<file path="config.mk">
export PLATFORM = sky130hd
export DESIGN_NAME = cbist_top
export DESIGN_NICKNAME = d
export VERILOG_FILES = /design/src/rtl/cbist_pkg.sv /design/src/rtl/cbist_patgen.sv /design/src/rtl/cbist_seq.sv /design/src/rtl/cbist_cmp.sv /design/src/rtl/cbist_top.sv
export SDC_FILE = /design/constraint.sdc
export NUM_CORES = 1
export LEC_CHECK = 0
export CORE_UTILIZATION = 48
export DETAILED_ROUTE_END_ITERATION = 10
export PLACE_DENSITY = 0.77
export SETUP_SLACK_MARGIN = 0.05
export SYNTH_ARGS = -nofsm -noshare
export SYNTH_HDL_FRONTEND = slang
export SYNTH_SLANG_ARGS = --single-unit
</file>
<file path="constraint.sdc">
create_clock -name clk -period 4.2 [get_ports clk]
set_clock_uncertainty 0.05 [all_clocks]
set_input_delay 1.26 -clock clk [delete_from_list [all_inputs] [get_ports clk]]
set_output_delay 1.26 -clock clk [all_outputs]
set_load 0.01 [all_outputs]
</file>
<file path="src/rtl/cbist_pkg.sv">
// Shared types for the control store self-test engine.
package cbist_pkg;
    // Test families in run order.
    typedef enum logic [2:0] {
        T_WALK   = 3'd0,
        T_LONELY = 3'd1,
        T_PARITY = 3'd2,
        T_CHECK  = 3'd3,
        T_ALT    = 3'd4
    } test_e;

    // Step kinds inside one test round.
    typedef enum logic [2:0] {
        PH_FILL    = 3'd0,
        PH_SET     = 3'd1,
        PH_RESTORE = 3'd2,
        PH_WRITE   = 3'd3,
        PH_READ    = 3'd4
    } phase_e;

    // Engine run state.
    typedef enum logic [1:0] {
        ST_IDLE  = 2'd0,
        ST_RUN   = 2'd1,
        ST_DRAIN = 2'd2
    } run_e;
endpackage

</file>
<file path="src/rtl/cbist_patgen.sv">
// Pattern generator: computes the word for a given test, polarity, pass
// and address. Purely combinational. Assumes ADDR_W > CB_HI.
module cbist_patgen #(
    parameter int ADDR_W = 10,
    parameter int DATA_W = 24,
    parameter int PASS_W = 11,
    parameter int CB_HI  = 5
) (
    input  cbist_pkg::test_e    test,
    input  logic                pol,
    input  logic [PASS_W-1:0]   pass,
    input  logic [ADDR_W-1:0]   addr,
    input  logic                bg_only,
    output logic [DATA_W-1:0]   word
);
    import cbist_pkg::*;

    logic [DATA_W-1:0] walk_w;
    logic [DATA_W-1:0] alt_w;
    logic [DATA_W-1:0] raw_w;

    // Single bit that moves down from the MSB as pass advances.
    always_comb begin
        for (int i = 0; i < DATA_W; i++) begin
            walk_w[i] = (pass == PASS_W'(DATA_W - 1 - i));
        end
    end

    // Alternating word with odd-numbered bits set.
    always_comb begin
        for (int i = 0; i < DATA_W; i++) begin
            alt_w[i] = ((i % 2) == 1);
        end
    end

    // Select the true-polarity word for the current test.
    always_comb begin
        case (test)
            T_WALK:   raw_w = walk_w;
            T_LONELY: raw_w = {DATA_W{addr == pass[ADDR_W-1:0]}};
            T_PARITY: raw_w = {DATA_W{~^addr}};
            T_CHECK:  raw_w = {DATA_W{addr[0] ^ addr[CB_HI]}};
            T_ALT:    raw_w = alt_w;
            default:  raw_w = '0;
        endcase
        if (bg_only) raw_w = '0;
    end

    // Apply the round's polarity.
    assign word = raw_w ^ {DATA_W{pol}};
endmodule

</file>
<file path="src/rtl/cbist_seq.sv">
// Sequencer: steps tests, rounds, passes and addresses, issuing one memory
// operation per cycle while running. Halts when the comparator reports a
// mismatch. Assumes the memory accepts a new operation every cycle.
module cbist_seq #(
    parameter int ADDR_W = 10,
    parameter int DATA_W = 24,
    parameter int CB_HI  = 5
) (
    input  logic              clk,
    input  logic              rst_n,
    input  logic              start,
    input  logic              fail,
    output logic              mem_we,
    output logic              mem_re,
    output logic [ADDR_W-1:0] mem_addr,
    output logic [DATA_W-1:0] mem_wdata,
    output logic              accept,
    output logic              done
);
    import cbist_pkg::*;

    localparam int DW_BITS = $clog2(DATA_W);
    localparam int PASS_W  = ((ADDR_W > DW_BITS) ? ADDR_W : DW_BITS) + 1;
    localparam int DEPTH   = 1 << ADDR_W;

    run_e              st_q,   st_n;
    test_e             test_q, test_n;
    phase_e            ph_q,   ph_n;
    logic              pol_q,  pol_n;
    logic [PASS_W-1:0] pass_q, pass_n;
    logic [ADDR_W-1:0] addr_q, addr_n;
    logic              done_q, done_n;
    logic              last_addr, last_pass;
    logic [ADDR_W-1:0] op_addr;

    // First step of a round for a given test.
    function automatic phase_e first_phase(input test_e t);
        return (t == T_LONELY) ? PH_FILL : PH_WRITE;
    endfunction

    // Address driven for the current step.
    always_comb begin
        case (ph_q)
            PH_SET:     op_addr = pass_q[ADDR_W-1:0];
            PH_RESTORE: op_addr = pass_q[ADDR_W-1:0] - ADDR_W'(1);
            default:    op_addr = addr_q;
        endcase
    end

    cbist_patgen #(
        .ADDR_W (ADDR_W),
        .DATA_W (DATA_W),
        .PASS_W (PASS_W),
        .CB_HI  (CB_HI)
    ) u_pat (
        .test    (test_q),
        .pol     (pol_q),
        .pass    (pass_q),
        .addr    (op_addr),
        .bg_only (ph_q == PH_FILL),
        .word    (mem_wdata)
    );

    assign mem_we   = (st_q == ST_RUN) && (ph_q != PH_READ);
    assign mem_re   = (st_q == ST_RUN) && (ph_q == PH_READ);
    assign mem_addr = op_addr;
    assign accept   = start && (st_q == ST_IDLE);
    assign done     = done_q;

    // End-of-sweep and end-of-round conditions.
    always_comb begin
        last_addr = (addr_q == {ADDR_W{1'b1}});
        case (test_q)
            T_WALK:   last_pass = (pass_q == PASS_W'(DATA_W - 1));
            T_LONELY: last_pass = (pass_q == PASS_W'(DEPTH - 1));
            default:  last_pass = 1'b1;
        endcase
    end

    // Next-state logic for the step counters and run state.
    always_comb begin
        st_n   = st_q;
        test_n = test_q;
        ph_n   = ph_q;
        pol_n  = pol_q;
        pass_n = pass_q;
        addr_n = addr_q;
        done_n = done_q;
        case (st_q)
            ST_IDLE: begin
                if (start) begin
                    st_n   = ST_RUN;
                    test_n = T_WALK;
                    ph_n   = first_phase(T_WALK);
                    pol_n  = 1'b0;
                    pass_n = '0;
                    addr_n = '0;
                    done_n = 1'b0;
                end
            end
            ST_RUN: begin
                if (fail) begin
                    st_n   = ST_IDLE;
                    done_n = 1'b1;
                end else begin
                    case (ph_q)
                        PH_FILL: begin
                            addr_n = addr_q + ADDR_W'(1);
                            if (last_addr) ph_n = PH_SET;
                        end
                        PH_SET: begin
                            addr_n = '0;
                            ph_n   = (pass_q != '0) ? PH_RESTORE : PH_READ;
                        end
                        PH_RESTORE: begin
                            addr_n = '0;
                            ph_n   = PH_READ;
                        end
                        PH_WRITE: begin
                            addr_n = addr_q + ADDR_W'(1);
                            if (last_addr) ph_n = PH_READ;
                        end
                        default: begin
                            addr_n = addr_q + ADDR_W'(1);
                            if (last_addr) begin
                                if (!last_pass) begin
                                    pass_n = pass_q + PASS_W'(1);
                                    ph_n   = (test_q == T_LONELY) ? PH_SET : PH_WRITE;
                                end else if (!pol_q) begin
                                    pol_n  = 1'b1;
                                    pass_n = '0;
                                    ph_n   = first_phase(test_q);
                                end else if (test_q == T_ALT) begin
                                    st_n   = ST_DRAIN;
                                end else begin
                                    test_n = test_e'(test_q + 3'd1);
                                    pol_n  = 1'b0;
                                    pass_n = '0;
                                    ph_n   = first_phase(test_e'(test_q + 3'd1));
                                end
                            end
                        end
                    endcase
                end
            end
            default: begin
                st_n   = ST_IDLE;
                done_n = 1'b1;
            end
        endcase
    end

    // State registers with synchronous active-low reset.
    always_ff @(posedge clk) begin
        if (!rst_n) begin
            st_q   <= ST_IDLE;
            test_q <= T_WALK;
            ph_q   <= PH_WRITE;
            pol_q  <= 1'b0;
            pass_q <= '0;
            addr_q <= '0;
            done_q <= 1'b0;
        end else begin
            st_q   <= st_n;
            test_q <= test_n;
            ph_q   <= ph_n;
            pol_q  <= pol_n;
            pass_q <= pass_n;
            addr_q <= addr_n;
            done_q <= done_n;
        end
    end

    // nothing is issued after the compare cycle that failed.
    a_r9_halt_after_fail: assert property (@(posedge clk) disable iff (!rst_n)
        fail |=> (!mem_we && !mem_re && done));

    // a finished engine leaves the memory idle.
    a_r10_done_quiet: assert property (@(posedge clk) disable iff (!rst_n)
        done |-> (!mem_we && !mem_re));

    // start while running does not restart or finish the run.
    a_r11_start_ignored: assert property (@(posedge clk) disable iff (!rst_n)
        (st_q == ST_RUN && start && !fail) |=> (st_q != ST_IDLE && !done));

    // the first walking round writes words with exactly one bit set.
    a_r2_walk_single_bit: assert property (@(posedge clk) disable iff (!rst_n)
        (mem_we && test_q == T_WALK && !pol_q) |-> ($countones(mem_wdata) == 1));

    // read sweeps step the address by one each cycle.
    a_r7_read_step: assert property (@(posedge clk) disable iff (!rst_n)
        (mem_re && !last_addr && !fail) |=> (mem_re && mem_addr == $past(mem_addr) + ADDR_W'(1)));
endmodule

</file>
<file path="src/rtl/cbist_cmp.sv">
// Comparator: delays the expected word and address by one cycle to line up
// with read data, flags the first mismatch and holds its record.
// Assumes read data is valid exactly one cycle after the read strobe.
module cbist_cmp #(
    parameter int ADDR_W = 10,
    parameter int DATA_W = 24
) (
    input  logic              clk,
    input  logic              rst_n,
    input  logic              clr,
    input  logic              rd_en,
    input  logic [ADDR_W-1:0] rd_addr,
    input  logic [DATA_W-1:0] rd_exp,
    input  logic [DATA_W-1:0] rdata,
    output logic              fail,
    output logic              err,
    output logic [ADDR_W-1:0] err_addr,
    output logic [DATA_W-1:0] err_exp,
    output logic [DATA_W-1:0] err_act
);
    logic              rv_q;
    logic [ADDR_W-1:0] ra_q;
    logic [DATA_W-1:0] re_q;

    // Mismatch on the returning read, first one only.
    assign fail = rv_q && (rdata != re_q) && !err;

    // Alignment stage for the read in flight.
    always_ff @(posedge clk) begin
        if (!rst_n || clr) begin
            rv_q <= 1'b0;
            ra_q <= '0;
            re_q <= '0;
        end else begin
            rv_q <= rd_en;
            ra_q <= rd_addr;
            re_q <= rd_exp;
        end
    end

    // Error record, captured once per run.
    always_ff @(posedge clk) begin
        if (!rst_n || clr) begin
            err      <= 1'b0;
            err_addr <= '0;
            err_exp  <= '0;
            err_act  <= '0;
        end else if (fail) begin
            err      <= 1'b1;
            err_addr <= ra_q;
            err_exp  <= re_q;
            err_act  <= rdata;
        end
    end

    // an error is raised only two edges after a read was issued.
    a_r8_err_follows_read: assert property (@(posedge clk) disable iff (!rst_n)
        $rose(err) |-> $past(rd_en, 2));

    // the record holds until a new run clears it.
    a_r9_record_held: assert property (@(posedge clk) disable iff (!rst_n)
        (err && !clr) |=> (err && $stable(err_addr) && $stable(err_exp) && $stable(err_act)));
endmodule

</file>
<file path="src/rtl/cbist_top.sv">
// Control store self-test engine top: sequencer plus read comparator.
// Assumes an external synchronous RAM with one-cycle read latency.
module cbist_top #(
    parameter int ADDR_W = 10,
    parameter int DATA_W = 24,
    parameter int CB_HI  = 5
) (
    input  logic              clk,
    input  logic              rst_n,
    input  logic              start,
    output logic              mem_we,
    output logic              mem_re,
    output logic [ADDR_W-1:0] mem_addr,
    output logic [DATA_W-1:0] mem_wdata,
    input  logic [DATA_W-1:0] mem_rdata,
    output logic              done,
    output logic              pass_ok,
    output logic              err,
    output logic [ADDR_W-1:0] err_addr,
    output logic [DATA_W-1:0] err_exp,
    output logic [DATA_W-1:0] err_act
);
    logic fail;
    logic accept;

    cbist_seq #(
        .ADDR_W (ADDR_W),
        .DATA_W (DATA_W),
        .CB_HI  (CB_HI)
    ) u_seq (
        .clk       (clk),
        .rst_n     (rst_n),
        .start     (start),
        .fail      (fail),
        .mem_we    (mem_we),
        .mem_re    (mem_re),
        .mem_addr  (mem_addr),
        .mem_wdata (mem_wdata),
        .accept    (accept),
        .done      (done)
    );

    cbist_cmp #(
        .ADDR_W (ADDR_W),
        .DATA_W (DATA_W)
    ) u_cmp (
        .clk      (clk),
        .rst_n    (rst_n),
        .clr      (accept),
        .rd_en    (mem_re),
        .rd_addr  (mem_addr),
        .rd_exp   (mem_wdata),
        .rdata    (mem_rdata),
        .fail     (fail),
        .err      (err),
        .err_addr (err_addr),
        .err_exp  (err_exp),
        .err_act  (err_act)
    );

    assign pass_ok = done && !err;
endmodule

</file>
==> impl_metrics.tcl, run 1 <==
set metrics [dict create \
    clkSlewWorstSetupHoldPaths_ns 0.06 \
    period_minus_slack_ns 4.66 \
    rows 42 \
    insertion_delay_ns 0.42 \
    core_um2 13400 \
    die-height_um 120 \
    postCtsHoldBufs 0 \
    dr.pass1.iters 5 \
    post_drt_wl_per_cell_um 17.9 \
    pin_count 124 \
    syn_area_um2 6680 \
    grt-ovfl-total 0 \
    setup_ws_ns -0.465 \
    num_antenna_cells 0 \
    dieArea_um2 14400 \
    setup-violations-final 24 \
    wl_um 20900 \
    vias_per_cell 5.60 \
    cts_tree "done" \
    place_congestion 0.941 \
    outcome "finished with violations" \
    synth_ff_type "dfxtp_1" \
    worst_path_max_delay_cell "xnor3_1" \
    maxSlewHeadroom 0.485 \
    antenna_found_initial 0 \
    hp-class "flop to flop" \
    period_share 1.11 \
    vias 6548 \
    leakage_nw 3.83 \
    drt_iter0_drc 657 \
    area_delta_synth_final_pct 41.5 \
    global_route.usage.total 0.291 \
    drc 0 \
    start_util 0.499 \
    async_reset_ff_frac 0 \
    startpoint "u_seq.pass_q[2]$_SDFFE_PN0P_" \
    fillCellCount 1003 \
    start_kind "flop" \
    final_nets 1019 \
    worst_slew_pin_slew_ns 0.771 \
    crit_chain "nor3_4 > buf_6 > nand3b_1 > xor2_1 > a21o_1 > xor2_2 > xnor3_1 > xnor2_2 > buf_4 > a21boi_4 > clkbuf_16 > a21oi_2 > xor2_1 > buf_2" \
    hold_viol 0 \
    yosysSeqAreaShare 0.375 \
    syn-instance-count 785 \
    max_stage_delay_ns 0.38 \
    endpoint_kind "output port" \
    critPathArrivalTime_ns 3.35 \
    peakVddDrop_v 0.000314 \
    ys_warn_count 0 \
    violations "setup timing" \
    portBuffers 123 \
    ant_nets 0 \
    crit_required_ns 2.89 \
    rsz0062_at_grt "true" \
    drive_above_1_share 0.219 \
    grt_max_degree 63 \
    root_buffer "clkbuf_16" \
    clkSinkCount 125 \
    hold_ws_ns 0.418 \
    fmax_mhz 214 \
    min_from "u_cmp.ra_q[6]$_SDFF_PP0_" \
    cts_max_level 4 \
    slew_viol_final 0 \
    die_w_um 120 \
    synth-edff-count 0 \
    clk_path_buf_depth 2 \
    yosysUniqueCellTypes 63 \
    p_per_area_nw_per_um2 342 \
    path_max_fanout 12 \
    grt_pass1_wl_um 32300 \
    cts_buffers 17 \
    finalPower_mw 3.24 \
    synth_seq_cells 125 \
    syn_nets 823 \
    crit_top_cell "xor2_1" \
    postSynthAreaPerCell_um2 8.51 \
    dpl.hpwl_um 15000 \
    path_class "flop to output port" \
    grt_pass1_vias 5975 \
    maxCapViolCount 0 \
    rr_startpoint "u_seq.pass_q[2]$_SDFFE_PN0P_" \
]
power breakdown:
group          total (mW)  switching (mW)  internal, mW
clock network        1.35           0.566         0.784
registers            1.23          0.0246          1.21
logic               0.652           0.329         0.324
total                3.24           0.919          2.32
synthesized netlist by cell type, drive strengths merged (2+ instances only):
library cell / count / area, um2
mux2i: 64 / 641
nor4: 5 / 46.3
nor3b: 3 / 22.5
a21boi: 3 / 26.3
nand2: 53 / 199
a21o: 3 / 22.5
o31ai: 3 / 22.5
nor2: 121 / 454
ha: 11 / 138
buf: 31 / 175
o211ai: 12 / 90.1
nor2b: 12 / 75.1
nand3: 19 / 95.1
and2: 10 / 62.6
o22ai: 2 / 12.5
a21oi: 43 / 234
o32a: 2 / 20.0
nand2b: 8 / 50.1
nand3b: 3 / 22.5
xor2: 44 / 385
o21a: 3 / 22.5
a22oi: 2 / 15.0
xnor2: 33 / 304
o21ai: 29 / 145
and3: 8 / 55.1
clkbuf: 29 / 109
a211o: 13 / 114
nand4b: 2 / 17.5
dfxtp: 125 / 2500
nand4: 16 / 100
o221ai: 14 / 135
a31oi: 5 / 31.3
a211oi: 2 / 20.0
nor3: 14 / 81.3
inv: 18 / 67.6
or3: 7 / 43.8
worst max-delay path, delay by kind of cell (launching register included):
kind,cells,cell delay (ns)
AOI/OAI and AO/OA,3,0.54
xor gates and xnor gates,5,1.04
buffers and inverters,4,0.67
DFF,1,0.34
and+or+nand+nor,2,0.34
cells in the final DEF, fill, tap and decap left out, drive strengths merged, types with 14 or more instances in the layout:
| cell | instances |
|---|---|
| a21oi | 43 |
| buf | 135 |
| clkbuf | 22 |
| clkdlybuf4s50 | 99 |
| dfxtp | 125 |
| inv | 21 |
| mux2i | 64 |
| nand2 | 53 |
| nand3 | 19 |
| nand4 | 16 |
| nor2 | 121 |
| nor3 | 14 |
| o21ai | 29 |
| o221ai | 14 |
| xnor2 | 33 |
| xor2 | 44 |
cell type report:
type / count / area, um2 / share of cell area
inverters: 19 / 71.3 / 0.00754
multi-input cells: 581 / 4020 / 0.426
clock inverters: 12 / 88.8 / 0.00940
repair buffers: 237 / 2090 / 0.221
well taps: 176 / 220 / 0.0233
clock buffers: 19 / 453 / 0.0479
flip-flops and latches: 125 / 2510 / 0.265
layer usage:
metal  wire length, um  track usage  up-vias
li1                  -            -     3114
met4               352       0.0828        0
met5                 0            0        -
met3              1430       0.0642       37
met2              9500        0.445      299
met1              9670        0.406     3098
stage by stage:
stage	TNS (ns)	setup WS (ns)	std cells	area, um2	util
4_1_cts	-7.01	-0.379	1165	9410	0.702
2_1_floorplan	0	0.0627	785	6690	-
3_5_place_dp	-7.49	-0.340	1126	8710	0.650
3_3_place_gp	-7.11	-0.325	1126	8710	0.650
5_1_grt	-12.68	-0.584	1169	9460	0.706
6_report	-10.17	-0.465	1169	9460	0.706
worst paths after layout:
check	slack, ns	cells after the start	end
max	-0.46	14	mem_wdata[22]
min	0.42	2	u_cmp.err_addr[6]$_SDFFE_PP0P_
max reg2reg	0.94	15	u_cmp.re_q[5]$_SDFF_PP0_
min reg2reg	0.42	2	u_cmp.err_addr[6]$_SDFFE_PP0P_
sequential cells by signal (all words and copies together), names as in the netlist:
signal	cells
u_seq.addr_q	10
u_cmp.rv_q	1
u_cmp.err_exp	24
u_seq.pol_q	1
u_seq.pass_q	11
u_seq.ph_q	3
u_seq.done	1
u_cmp.re_q	24
u_cmp.err_act	24
u_seq.test_q	3
u_cmp.ra_q	10
u_seq.st_q	2
u_cmp.err	1
u_cmp.err_addr	10
cell families after synthesis:
group	after synthesis	share of synthesized area
mux	64	0.0959
buf+inv	79	0.0532
simple gates	286	0.205
fa+ha+maj	11	0.0206
xor+xnor	78	0.107
flops	125	0.375
compound gates	142	0.144
timing repair:
action / 4_1_cts / 5_1_grt
setup endpoints to repair: 24 / 24
gates cloned: 0 / 2
resized for setup: 113 / 24
buffers inserted: 8 / 2
pin swaps: 8 / 9
hold endpoints to repair: 0 / 0
Power figures use the tool's default switching activity.
==> run 2: changes to the inputs <==
SLEW_MARGIN = 20   (was unset)
==> results of run 2 <==
Same layout as run 1: the final DEF is identical, and so are final timing and power.
